**src/rtl/irqd_pkg.sv**
```systemverilog
package irqd_pkg;
    localparam int LVL_W       = 4;
    localparam int PS_EXCM_BIT = 4;
    localparam int PS_UM_BIT   = 5;
    localparam int CAUSE_W     = 6;
    localparam logic [CAUSE_W-1:0] CAUSE_LVL1 = 6'd4;

    typedef enum logic [1:0] {
        DISP_HIGH,
        DISP_KERNEL,
        DISP_USER,
        DISP_DOUBLE
    } disp_e;
endpackage

```
**src/rtl/irqd_qualify.sv**
```systemverilog
module irqd_qualify
    import irqd_pkg::*;
#(
    parameter int NIRQ   = 8,
    parameter int NLEVEL = 6
) (
    input  logic [LVL_W-1:0]       pend_level,
    input  logic [LVL_W-1:0]       cint_level,
    input  logic [NIRQ-1:0]        intset,
    input  logic [NIRQ-1:0]        intenable,
    input  logic [NLEVEL*NIRQ-1:0] level_mask,
    output logic                   take,
    output logic                   high
);
    logic [NLEVEL:1] hit;
    logic            sel_hit;

    for (genvar g = 1; g <= NLEVEL; g++) begin : g_lvl
        assign hit[g] = |(level_mask[(g-1)*NIRQ +: NIRQ] & intset & intenable);
    end

    always_comb begin
        sel_hit = 1'b0;
        for (int i = 1; i <= NLEVEL; i++) begin
            if (pend_level == LVL_W'(i)) sel_hit = hit[i];
        end
    end

    assign take = sel_hit && (pend_level > cint_level);
    assign high = pend_level > LVL_W'(1);
endmodule

```
**src/rtl/irqd_vector.sv**
```systemverilog
module irqd_vector
    import irqd_pkg::*;
#(
    parameter int               XLEN           = 32,
    parameter bit               RELOC_EN       = 1'b1,
    parameter logic [XLEN-1:0]  DEF_BASE       = 32'hD000_0000,
    parameter logic [XLEN-1:0]  LVL_VEC_OFS    = 32'h0000_0100,
    parameter logic [XLEN-1:0]  LVL_VEC_STRIDE = 32'h0000_0040,
    parameter logic [XLEN-1:0]  KERNEL_OFS     = 32'h0000_0300,
    parameter logic [XLEN-1:0]  USER_OFS       = 32'h0000_0340,
    parameter logic [XLEN-1:0]  DOUBLE_OFS     = 32'h0000_03C0
) (
    input  disp_e              kind,
    input  logic [LVL_W-1:0]   level,
    input  logic [XLEN-1:0]    vecbase,
    output logic [XLEN-1:0]    target
);
    logic [XLEN-1:0] ofs;

    always_comb begin
        unique case (kind)
            DISP_HIGH:   ofs = LVL_VEC_OFS + XLEN'(level) * LVL_VEC_STRIDE;
            DISP_KERNEL: ofs = KERNEL_OFS;
            DISP_USER:   ofs = USER_OFS;
            default:     ofs = DOUBLE_OFS;
        endcase
    end

    // Relocated target: default - default base + vecbase == vecbase + offset.
    if (RELOC_EN) begin : g_reloc
        assign target = vecbase + ofs;
    end else begin : g_fixed
        assign target = DEF_BASE + ofs;
    end
endmodule

```
**src/rtl/irq_dispatch.sv**
```systemverilog
module irq_dispatch
    import irqd_pkg::*;
#(
    parameter int               XLEN           = 32,
    parameter int               NIRQ           = 8,
    parameter int               NLEVEL         = 6,
    parameter bit               HAS_DEPC       = 1'b1,
    parameter bit               RELOC_EN       = 1'b1,
    parameter logic [XLEN-1:0]  DEF_BASE       = 32'hD000_0000,
    parameter logic [XLEN-1:0]  LVL_VEC_OFS    = 32'h0000_0100,
    parameter logic [XLEN-1:0]  LVL_VEC_STRIDE = 32'h0000_0040,
    parameter logic [XLEN-1:0]  KERNEL_OFS     = 32'h0000_0300,
    parameter logic [XLEN-1:0]  USER_OFS       = 32'h0000_0340,
    parameter logic [XLEN-1:0]  DOUBLE_OFS     = 32'h0000_03C0
) (
    input  logic                       clk,
    input  logic                       rst_n,
    input  logic [LVL_W-1:0]           pend_level_i,
    input  logic [LVL_W-1:0]           cint_level_i,
    input  logic [XLEN-1:0]            ps_i,
    input  logic [NIRQ-1:0]            intset_i,
    input  logic [NIRQ-1:0]            intenable_i,
    input  logic [NLEVEL*NIRQ-1:0]     level_mask_i,
    input  logic [XLEN-1:0]            pc_i,
    input  logic [XLEN-1:0]            vecbase_i,
    output logic                       take_o,
    output logic [XLEN-1:0]            next_pc_o,
    output logic [XLEN-1:0]            next_ps_o,
    output logic [CAUSE_W-1:0]         cause_o,
    output logic [NLEVEL*XLEN-1:0]     epc_o,
    output logic [(NLEVEL-1)*XLEN-1:0] eps_o,
    output logic [XLEN-1:0]            depc_o
);
    localparam logic [XLEN-1:0] LVL_FIELD = XLEN'((1 << LVL_W) - 1);
    localparam logic [XLEN-1:0] EXCM_MASK = XLEN'(1) << PS_EXCM_BIT;

    typedef struct packed {
        logic                             take;
        logic [XLEN-1:0]                  pc;
        logic [XLEN-1:0]                  ps;
        logic [CAUSE_W-1:0]               cause;
        logic [NLEVEL-1:0][XLEN-1:0]      epc;
        logic [NLEVEL-2:0][XLEN-1:0]      eps;
        logic [XLEN-1:0]                  depc;
    } state_t;

    state_t state_d, state_q;

    logic            take_c;
    logic            high_c;
    disp_e           kind_c;
    logic [XLEN-1:0] target_c;

    irqd_qualify #(
        .NIRQ   (NIRQ),
        .NLEVEL (NLEVEL)
    ) u_qual (
        .pend_level (pend_level_i),
        .cint_level (cint_level_i),
        .intset     (intset_i),
        .intenable  (intenable_i),
        .level_mask (level_mask_i),
        .take       (take_c),
        .high       (high_c)
    );

    always_comb begin
        kind_c = DISP_HIGH;
        if (!high_c) begin
            if (ps_i[PS_EXCM_BIT])    kind_c = DISP_DOUBLE;
            else if (ps_i[PS_UM_BIT]) kind_c = DISP_USER;
            else                      kind_c = DISP_KERNEL;
        end
    end

    irqd_vector #(
        .XLEN           (XLEN),
        .RELOC_EN       (RELOC_EN),
        .DEF_BASE       (DEF_BASE),
        .LVL_VEC_OFS    (LVL_VEC_OFS),
        .LVL_VEC_STRIDE (LVL_VEC_STRIDE),
        .KERNEL_OFS     (KERNEL_OFS),
        .USER_OFS       (USER_OFS),
        .DOUBLE_OFS     (DOUBLE_OFS)
    ) u_vec (
        .kind    (kind_c),
        .level   (pend_level_i),
        .vecbase (vecbase_i),
        .target  (target_c)
    );

    always_comb begin
        state_d      = state_q;
        state_d.take = 1'b0;
        if (take_c) begin
            state_d.take = 1'b1;
            state_d.pc   = target_c;
            if (high_c) begin
                for (int i = 0; i < NLEVEL; i++) begin
                    if (pend_level_i == LVL_W'(i + 1)) state_d.epc[i] = pc_i;
                end
                for (int i = 0; i < NLEVEL - 1; i++) begin
                    if (pend_level_i == LVL_W'(i + 2)) state_d.eps[i] = ps_i;
                end
                state_d.ps = (ps_i & ~LVL_FIELD) | XLEN'(pend_level_i) | EXCM_MASK;
            end else begin
                state_d.cause = CAUSE_LVL1;
                state_d.ps    = ps_i | EXCM_MASK;
                if (kind_c == DISP_DOUBLE && HAS_DEPC) begin
                    state_d.depc = pc_i;
                end else begin
                    state_d.epc[0] = pc_i;
                end
            end
        end
    end

    always_ff @(posedge clk or negedge rst_n) begin
        if (!rst_n) state_q <= '0;
        else        state_q <= state_d;
    end

    assign take_o    = state_q.take;
    assign next_pc_o = state_q.pc;
    assign next_ps_o = state_q.ps;
    assign cause_o   = state_q.cause;
    assign epc_o     = state_q.epc;
    assign eps_o     = state_q.eps;
    assign depc_o    = state_q.depc;
endmodule

```
**config.mk**
```make
export PLATFORM = sky130hd
export DESIGN_NAME = irq_dispatch
export DESIGN_NICKNAME = d
export VERILOG_FILES = /design/src/rtl/irqd_pkg.sv /design/src/rtl/irqd_qualify.sv /design/src/rtl/irqd_vector.sv /design/src/rtl/irq_dispatch.sv
export SDC_FILE = /design/constraint.sdc
export NUM_CORES = 1
export LEC_CHECK = 0
export BUFFER_PORTS_ARGS = -buffer_cell sky130_fd_sc_hd__clkbuf_2
export CORE_MARGIN = 8
export CORE_UTILIZATION = 36
export DETAILED_ROUTE_END_ITERATION = 16
export PLACE_DENSITY_LB_ADDON = 0.3
export SLEW_MARGIN = 0
export SYNTH_ARGS = -nofsm -noshare
export SYNTH_HDL_FRONTEND = slang
export SYNTH_SLANG_ARGS = --single-unit
```
**constraint.sdc**
```tcl
create_clock -name clk -period 1.1 [get_ports clk]
set_input_delay 0.275 -clock clk [delete_from_list [all_inputs] [get_ports clk]]
set_output_delay 0.275 -clock clk [all_outputs]
set_load 0.005 [all_outputs]
```
==> impl_metrics.py, run 1 <==
metrics = {
    "logic_synthesis": {
        "ys.flop_type": "dfrtp_1",
        "syn_area_per_cell_sq_um": 15.85,
        "yosys-top-cells-area": "dfrtp_1, mux2_2, mux2_4",
        "synthTopCellsByCount": "dfrtp_1, mux2_2, mux2_4",
        "synth_top_area_share_pct": 60.87,
        "yosysWarnings": 0,
        "synth.distinct_cells": 55,
        "netlist_area_sq_um": 18500,
        "async_reset_ff_share_pct": 100.0,
        "ys_seq_area_share_pct": 60.87,
        "yosysTopAreaCell": "dfrtp_1",
        "synthCells": 1167,
        "synth-edff-count": 0,
        "yosysMostFrequentCell": "dfrtp_1",
        "ys_seq_elements": 450,
    },
    "timing": {
        "worst_slack_ps": -1915,
        "tightest_slew_ps": 526.8,
        "skew_ps": 0,
        "relSlewSlack_pct": 64.81,
        "final_hold_viol_count": 0,
        "rsz0062_at_grt": "yes",
        "drv_slew": 0,
        "setup_viol": 900,
        "setup-tns-final_ps": -579640,
        "max_freq_mhz": 331.7,
        "period_share_pct": 274.1,
        "finalCriticalPeriod_ps": 3015,
    },
    "floorplanning": {
        "die_w_microns": 242.7,
        "floorplan.rows": 83,
        "core_area_sq_um": 51090,
        "initial_core_util_pct": 36.21,
        "io_pins": 625,
        "die-area_sq_um": 58900,
        "die_h_microns": 242.7,
    },
    "run_status": {
        "violations": "negative setup slack",
        "status": "finished with violations",
    },
    "clock_network": {
        "clk_pin_slew_ps": 60,
        "htree_levels": 2,
        "cts_tree": "yes",
        "clock_latency_ps": 560,
        "cts_buffer_depth": 3,
        "cts_made_buffers": 48,
        "cts.sinks": 450,
        "root_buffer": "clkbuf_16",
    },
    "finish": {
        "final_util_pct": 55.90,
        "diodes": 0,
        "n_fill_cell": 4156,
        "area_growth_pct": 54.39,
        "drive_gt1_share_pct": 69.87,
        "num-nets-final": 2231,
        "instances_no_fill": 2764,
        "fin_area_sq_um": 28560,
    },
    "routing": {
        "ant_nets": 0,
        "wl_per_cell_microns": 25.85,
        "dr_total_vias": 13730,
        "wirelength_mm": 71.45,
        "drt_iter0_markers": 504,
        "firstDrtPassIters": 4,
        "viasPerCell": 4.966,
        "drc": 0,
    },
    "global_routing": {
        "grt_antenna_before_repair": 0,
        "grt_usage_pct": 21.77,
        "grt_max_degree": 72,
        "overflow": 0,
        "grt_pass1_wl_mm": 98.44,
        "grt_pass1_vias": 15040,
    },
    "critical_path": {
        "cp_data_arrival_time_ps": 3460,
        "crit_type": "in2reg",
        "cp-end-kind": "register",
        "critPathLaunchType": "input pin",
        "critPathMaxFanout": 5,
        "crit_required_ps": 1550,
    },
    "run": {
        "cap_violations": 0,
    },
    "placement": {
        "gp_congestion": 0.9415,
        "dpl.hpwl_mm": 47.48,
        "dp_cells": 2563,
        "place_area_sq_um": 23780,
        "io_buffers": 619,
    },
    "power": {
        "power_density_nw_per_um2": 1995,
        "max-vdd-ir-drop_mv": 1.699,
        "power_mw": 56.99,
        "leakagePower_nw": 15.06,
    },
    "hold_path": {
        "hold_path_class": "in2reg",
    },
}
==> critical path, stage by stage <==
cell	delay (ps)
clkbuf_16	120
inv_12	40
ha_4	160
and2_4	150
nor2_4	110
o21a_1	160
inv_1	60
ha_2	180
a22oi_2	200
a21oi_2	50
or2_4	260
ha_4	170
fa_2	390
a21o_1	160
a21o_1	190
a21oi_4	160
buf_6	180
nor3b_2	60
xor2_1	140
mux2_4	250
==> per-stage QoR <==
stage	hold slack, ps	setup slack [ps]
floorplan	-20.59	-2511
global placement	311.7	-2471
detailed placement	306.3	-2518
CTS	1.861	-1870
global route	18.40	-1987
finish	28.81	-1915
==> repair_timing <==
| item | CTS | global route |
|---|---|---|
| cloned | 18 | 23 |
| hold buffers | 17 | 0 |
| endpoints found under the hold margin | 497 | 0 |
| buffers inserted | 38 | 30 |
| pin swaps | 24 | 38 |
| resized for setup | 118 | 258 |
| endpoints found under the setup margin | 900 | 900 |
==> cell families (layout without fill, tap and decap cells) <==
family | after synthesis | in the layout | synth area share, %
xor+xnor | 22 | 22 | 1.042
mux | 446 | 446 | 28.42
compound gates | 38 | 38 | 1.650
fa+ha+maj | 17 | 17 | 1.190
other cells | 1 | 5 | 0.02027
flops | 450 | 450 | 60.87
simple gates | 126 | 126 | 4.038
buf+inv | 67 | 980 | 2.766
==> path summary, 6_finish.rpt <==
check	startpoint	cells past startpoint	slack (ps)	end
worst max-delay path	pend_level_i[3]	20	-1920	next_pc_o[24]$_DFFE_PN0P_
worst min-delay path	ps_i[8]	2	30	eps_o[40]$_DFFE_PN0P_
worst max register to register	next_ps_o[4]$_DFFE_PN0P_	1	240	next_ps_o[4]$_DFFE_PN0P_
worst min register to register	next_ps_o[4]$_DFFE_PN0P_	1	490	next_ps_o[4]$_DFFE_PN0P_
max in group asynchronous	rst_n	4	330	epc_o[74]$_DFFE_PN0P_
min in group asynchronous	rst_n	3	310	epc_o[178]$_DFFE_PN0P_
==> state kept, by name, summed over array words and instances (netlist names) <==
signal / count
epc_o: 192
next_pc_o: 32
next_ps_o: 32
depc_o: 32
cause_o: 1
take_o: 1
eps_o: 160
==> routing by layer <==
metal	vias up	global-route usage [%]	share of wire [%]
li1	5961	-	-
met1	7104	24.85	40
met2	516	38.27	50
met3	144	6.633	6.6
met4	0	7.793	3.8
met5	-	0	0
==> report_power, final <==
part	internal, mW	switching [mW]	total (mW)
Sequential	21.0	2.83	23.8
Clock	10.7	6.87	17.5
Combinational	9.27	6.33	15.6
Total	41.0	16.0	57.0
==> final cells by class <==
cell class	count	area, sq um	area share [%]
well taps	680	850.8	2.979
clock inverters	24	331.6	1.161
multi-input cells	654	8035	28.13
inverters	15	86.33	0.3023
flip-flops and latches	450	11260	39.43
repair buffers	875	6585	23.06
clock buffers	66	1411	4.942
==> cell usage in the layout (no fill, tap or decap), types with 5 or more instances in the layout <==
cell / count
mux2_2: 159
buf_12: 54
inv_1: 10
clkbuf_8: 10
a21o_1: 6
nand3_1: 51
ha_1: 5
nand2_1: 14
clkbuf_1: 6
buf_4: 107
buf_8: 10
clkinvlp_4: 7
mux2_4: 286
xor2_1: 18
o21ai_0: 6
and3_1: 5
buf_16: 15
dfrtp_1: 450
ha_4: 9
nor4_2: 5
bufinv_16: 7
clkinv_2: 7
buf_6: 39
clkbuf_2: 614
clkbuf_16: 68
dlygate4sd3_1: 17
conb_1: 5
nand4_1: 10
No activity file was read; power rests on OpenSTA's default activity.
==> run 2: changes to the inputs <==
--- a/config.mk
+++ b/config.mk
@@ -10,6 +10,7 @@
 export CORE_UTILIZATION = 36
 export DETAILED_ROUTE_END_ITERATION = 16
 export PLACE_DENSITY_LB_ADDON = 0.3
+export REMOVE_ABC_BUFFERS = 1
 export SLEW_MARGIN = 0
 export SYNTH_ARGS = -nofsm -noshare
 export SYNTH_HDL_FRONTEND = slang
==> impl_metrics.py, run 2 (synthesized netlist as in run 1, its figures left out) <==
metrics = {
    "critical_path": {
        "critPathLaunchType": "input pin",
        "crit_slowest_cell": "fa_2",
        "crit_required_ps": 1570,
        "critPathMaxFanout": 5,
        "crit_type": "in2reg",
        "slowest_delay_ps": 360,
        "r2r_setup_slack_ps": 130,
        "cp_data_arrival_time_ps": 3430,
        "cp.depth": 21,
        "path_delay_family": "compound AO/OA/AOI/OAI gates",
        "worst-path-buf-inv": 5,
        "cp-end-kind": "register",
        "reg2reg_depth": 2,
        "crit_path_frequent_cell": "ha_4",
        "crit_chain": "buf_8, inv_4, buf_6, ha_4, a21oi_4, nor2_4, o21a_1, inv_2, ha_4, a22oi_2, a21oi_1, or2_4, ha_4, fa_2, a21o_1, a21o_1, a21oi_4, buf_6, nor4b_2, xor2_1, mux2_4",
    },
    "power": {
        "power_density_nw_per_um2": 1942,
        "leakagePower_nw": 16.59,
        "max-vdd-ir-drop_mv": 1.259,
    },
    "clock_network": {
        "root_buffer": "clkbuf_16",
        "clock_latency_ps": 580,
        "clk_pin_slew_ps": 60,
        "cts.sinks": 450,
        "cts_made_buffers": 49,
        "cts_buffer_depth": 3,
        "htree_levels": 2,
        "cts_tree": "yes",
    },
    "floorplanning": {
        "io_pins": 625,
        "initial_core_util_pct": 36.21,
        "die_h_microns": 242.7,
        "die-area_sq_um": 58900,
        "die_w_microns": 242.7,
        "floorplan.rows": 83,
        "core_area_sq_um": 51090,
    },
    "routing": {
        "wl_per_cell_microns": 25.00,
        "dr_total_vias": 14450,
        "drt_iter0_markers": 741,
        "viasPerCell": 4.905,
        "drc": 0,
        "firstDrtPassIters": 4,
        "wirelength_mm": 73.63,
        "ant_nets": 0,
    },
    "global_routing": {
        "grt_max_degree": 46,
        "grt_pass1_vias": 14840,
        "overflow": 0,
        "grt_antenna_before_repair": 0,
        "grt_usage_pct": 21.28,
        "grt_pass1_wl_mm": 97.39,
    },
    "hold_path": {
        "hold_path_class": "in2reg",
        "hold_depth": 2,
    },
    "finish": {
        "largest_register_ffs": 192,
        "num-nets-final": 2416,
        "fin_area_sq_um": 30700,
        "final_cell_mix": "clkbuf_2, dfrtp_1, mux2_4",
        "final_util_pct": 60.09,
        "drive_gt1_share_pct": 71.35,
        "diodes": 0,
        "layout_commonest_cell": "clkbuf_2",
        "area_growth_pct": 65.97,
    },
    "timing": {
        "final_hold_viol_count": 0,
        "worst_slack_ps": -1864,
        "drv_slew": 0,
        "rsz0062_at_grt": "yes",
        "relSlewSlack_pct": 41.08,
        "skew_ps": 0,
        "period_share_pct": 269.5,
        "finalCriticalPeriod_ps": 2964,
        "setup-tns-final_ps": -588270,
        "max_freq_mhz": 337.3,
        "setup_viol": 900,
        "tightest_slew_ps": 883.2,
    },
    "run_status": {
        "violations": "negative setup slack",
        "status": "finished with violations",
    },
    "placement": {
        "dpl.hpwl_mm": 45.45,
        "gp_congestion": 0.9325,
        "place_area_sq_um": 23540,
        "io_buffers": 619,
    },
    "run": {
        "cap_violations": 0,
    },
}
==> run 2: final cells by class <==
cell class	instances	area [sq um]
sequential	450	11260
tap	680	850.8
fill	3843	20390
timing repair buffer	1058	8358
multi-input combinational	655	8516
clock buffer	71	1449
clock inverter	16	197.7
inverter	15	71.32
==> run 2: layer usage <==
layer,vias up,GRT usage (%),routed length (microns)
li1,6312,-,-
met1,7486,26.38,30430
met2,540,36.03,36590
met3,108,5.337,4614
met4,0,7.105,1999
met5,-,0,0
==> run 2: power by group <==
part | total [mW] | switching, mW | internal [mW]
logic | 18.9 | 6.96 | 12.0
clock network | 16.7 | 6.97 | 9.69
registers | 24.0 | 3.01 | 21.0
==> run 2: final timing paths <==
kind	start	to
worst max-delay path	pend_level_i[2]	next_pc_o[30]$_DFFE_PN0P_
worst min register to register	epc_o[46]$_DFFE_PN0P_	epc_o[46]$_DFFE_PN0P_
worst min-delay path	ps_i[21]	eps_o[149]$_DFFE_PN0P_
min in group asynchronous	rst_n	take_o$_DFF_PN0_
max in group asynchronous	rst_n	eps_o[139]$_DFFE_PN0P_
worst max register to register	epc_o[80]$_DFFE_PN0P_	epc_o[80]$_DFFE_PN0P_
==> run 2: through the flow <==
stage	worst slack [ps]	hold WS [ps]	instances	total power, mW
floorplan	-4142	-20.59	1119	28.42
global placement	-2771	349.3	2568	36.57
detailed placement	-2834	346.8	2568	36.94
CTS	-1772	1.098	2745	54.79
global route	-1947	15.06	2945	62.15
finish	-1864	35.85	2945	59.63
==> run 2: repair_timing <==
item	CTS	global route
buffers inserted	37	193
endpoints found under the setup margin	900	900
gates cloned	24	23
resized for setup	172	480
hold buffers	32	0
endpoints found under the hold margin	564	0
pin swaps	42	38
==> run 3: changes to the inputs <==
--- a/config.mk
+++ b/config.mk
@@ -6,8 +6,11 @@
 export NUM_CORES = 1
 export LEC_CHECK = 0
 export BUFFER_PORTS_ARGS = -buffer_cell sky130_fd_sc_hd__clkbuf_2
+export CELL_PAD_IN_SITES_DETAIL_PLACEMENT = 1
+export CELL_PAD_IN_SITES_GLOBAL_PLACEMENT = 2
 export CORE_MARGIN = 8
-export CORE_UTILIZATION = 36
+export CORE_UTILIZATION = 34
+export CTS_CLUSTER_SIZE = 20
 export DETAILED_ROUTE_END_ITERATION = 16
 export PLACE_DENSITY_LB_ADDON = 0.3
 export REMOVE_ABC_BUFFERS = 1
==> impl_metrics.py, run 3 (synthesized netlist as in run 1, its figures left out) <==
metrics = {
    "run_status": {
        "status": "finished with violations",
        "violations": "negative setup slack",
    },
    "placement": {
        "gp_congestion": 0.8395,
        "place_area_sq_um": 23500,
        "dp_cells": 2573,
        "dpl.hpwl_mm": 49.75,
        "io_buffers": 619,
        "place_ws_ps": -2935,
    },
    "floorplanning": {
        "die-area_sq_um": 62130,
        "io_pins": 625,
        "die_w_microns": 249.3,
        "die_h_microns": 249.3,
        "initial_core_util_pct": 34.38,
        "floorplan.rows": 85,
        "core_area_sq_um": 53810,
    },
    "timing": {
        "rsz0062_at_grt": "yes",
        "setup_viol": 900,
        "drv_slew": 0,
        "finalCriticalPeriod_ps": 2992,
        "period_share_pct": 272.0,
        "tightest_slew_ps": 1054,
        "relSlewSlack_pct": 29.68,
        "setup-tns-final_ps": -596680,
        "max_freq_mhz": 334.2,
        "skew_ps": 0,
        "hold_slack_ps": 43.54,
        "final_hold_viol_count": 0,
        "worst_slack_ps": -1892,
    },
    "critical_path": {
        "crit_type": "in2reg",
        "crit_required_ps": 1570,
        "cp-end-kind": "register",
        "r2r_setup_slack_ps": 90,
        "critPathLaunchType": "input pin",
        "cp_data_arrival_time_ps": 3460,
        "critPathMaxFanout": 5,
    },
    "clock_network": {
        "htree_levels": 2,
        "cts.sinks": 450,
        "cts_buffer_depth": 3,
        "clock_latency_ps": 570,
        "root_buffer": "clkbuf_16",
        "cts_tree": "yes",
        "clk_pin_slew_ps": 60,
        "cts_made_buffers": 51,
    },
    "finish": {
        "n_fill_cell": 5270,
        "ff_latch_area_sq_um": 11260,
        "layout_commonest_cell": "clkbuf_2",
        "area_growth_pct": 70.81,
        "fin_area_sq_um": 31600,
        "largest_register_ffs": 192,
        "num-nets-final": 2502,
        "diodes": 0,
        "final_cell_mix": "clkbuf_2, dfrtp_1, mux2_4",
        "multi_input_area_sq_um": 8479,
        "instances_no_fill": 3052,
        "drive_gt1_share_pct": 72.58,
        "final_util_pct": 58.72,
    },
    "global_routing": {
        "grt_usage_pct": 21.95,
        "grt_antenna_before_repair": 1,
        "grt_max_degree": 55,
        "grt_pass1_wl_mm": 105.0,
        "grt_pass1_vias": 15540,
        "overflow": 0,
    },
    "run": {
        "cap_violations": 0,
    },
    "power": {
        "leakagePower_nw": 17.06,
        "max-vdd-ir-drop_mv": 1.752,
        "power_mw": 63.12,
        "power_density_nw_per_um2": 1998,
    },
    "routing": {
        "viasPerCell": 4.950,
        "drc": 0,
        "firstDrtPassIters": 4,
        "wirelength_mm": 86.54,
        "dr_total_vias": 15110,
        "wl_per_cell_microns": 28.35,
        "drt_iter0_markers": 685,
        "ant_nets": 0,
    },
    "hold_path": {
        "hold_path_class": "in2reg",
    },
}
[run 3: cell count changes in the layout (fill, tap and decap cells not counted), moves of 5 or more]
cell / change
buf_16: -13
buf_4: +88
buf_6: +51
buf_8: -5
clkbuf_16: +12
clkbuf_2: -43
dlygate4sd3_1: -6
mux2_2: +14
mux2_4: -18
[run 3: layout make-up]
| class | count | area share, % |
|---|---|---|
| flip-flops and latches | 450 | 35.64 |
| repair buffers | 1142 | 29.07 |
| multi-input cells | 655 | 26.84 |
| clock buffers | 78 | 4.966 |
| well taps | 696 | 2.756 |
| clock inverters | 16 | 0.4791 |
| inverters | 15 | 0.2574 |
[run 3: final timing paths]
path | start | to | cells past startpoint
max | pend_level_i[2] | next_pc_o[26]$_DFFE_PN0P_ | 20
min | ps_i[12] | eps_o[44]$_DFFE_PN0P_ | 2
max reg2reg | next_pc_o[11]$_DFFE_PN0P_ | next_pc_o[11]$_DFFE_PN0P_ | 3
min reg2reg | eps_o[9]$_DFFE_PN0P_ | eps_o[9]$_DFFE_PN0P_ | 1
max in group asynchronous | rst_n | eps_o[28]$_DFFE_PN0P_ | 4
min in group asynchronous | rst_n | epc_o[160]$_DFFE_PN0P_ | 2
[run 3: routing by layer]
metal	vias up	part of all wire (%)	track usage, %
li1	6486	-	-
met1	7907	38	25.55
met2	524	50	37.67
met3	188	6.1	6.039
met4	2	5.3	9.600
met5	-	0.015	0
[run 3: power breakdown]
group | total [mW] | switching (mW) | internal (mW)
Sequential | 24.2 | 3.20 | 21.0
Combinational | 21.4 | 8.07 | 13.4
Clock | 17.5 | 7.19 | 10.3
[run 3: repair_timing]
action	in CTS	in global routing
buffers inserted	32	296
hold buffers	26	0
endpoints found under the setup margin	900	900
gates cloned	10	39
resized for setup	171	573
pin swaps	42	48
endpoints found under the hold margin	494	0
[run 3: worst max-delay path, cell delays in order]
cell     delay [ps]
buf_8            80
inv_6            30
ha_4            160
and2_4          150
nor2_4          120
o21a_1          180
inv_2            60
ha_4            160
a22oi_2         150
a21oi_1          80
or2_4           270
ha_4            170
fa_2            340
a21o_1          170
a21o_1          200
a21oi_2         220
buf_6           180
nor4b_2          60
xor2_1          150
mux2_2          270
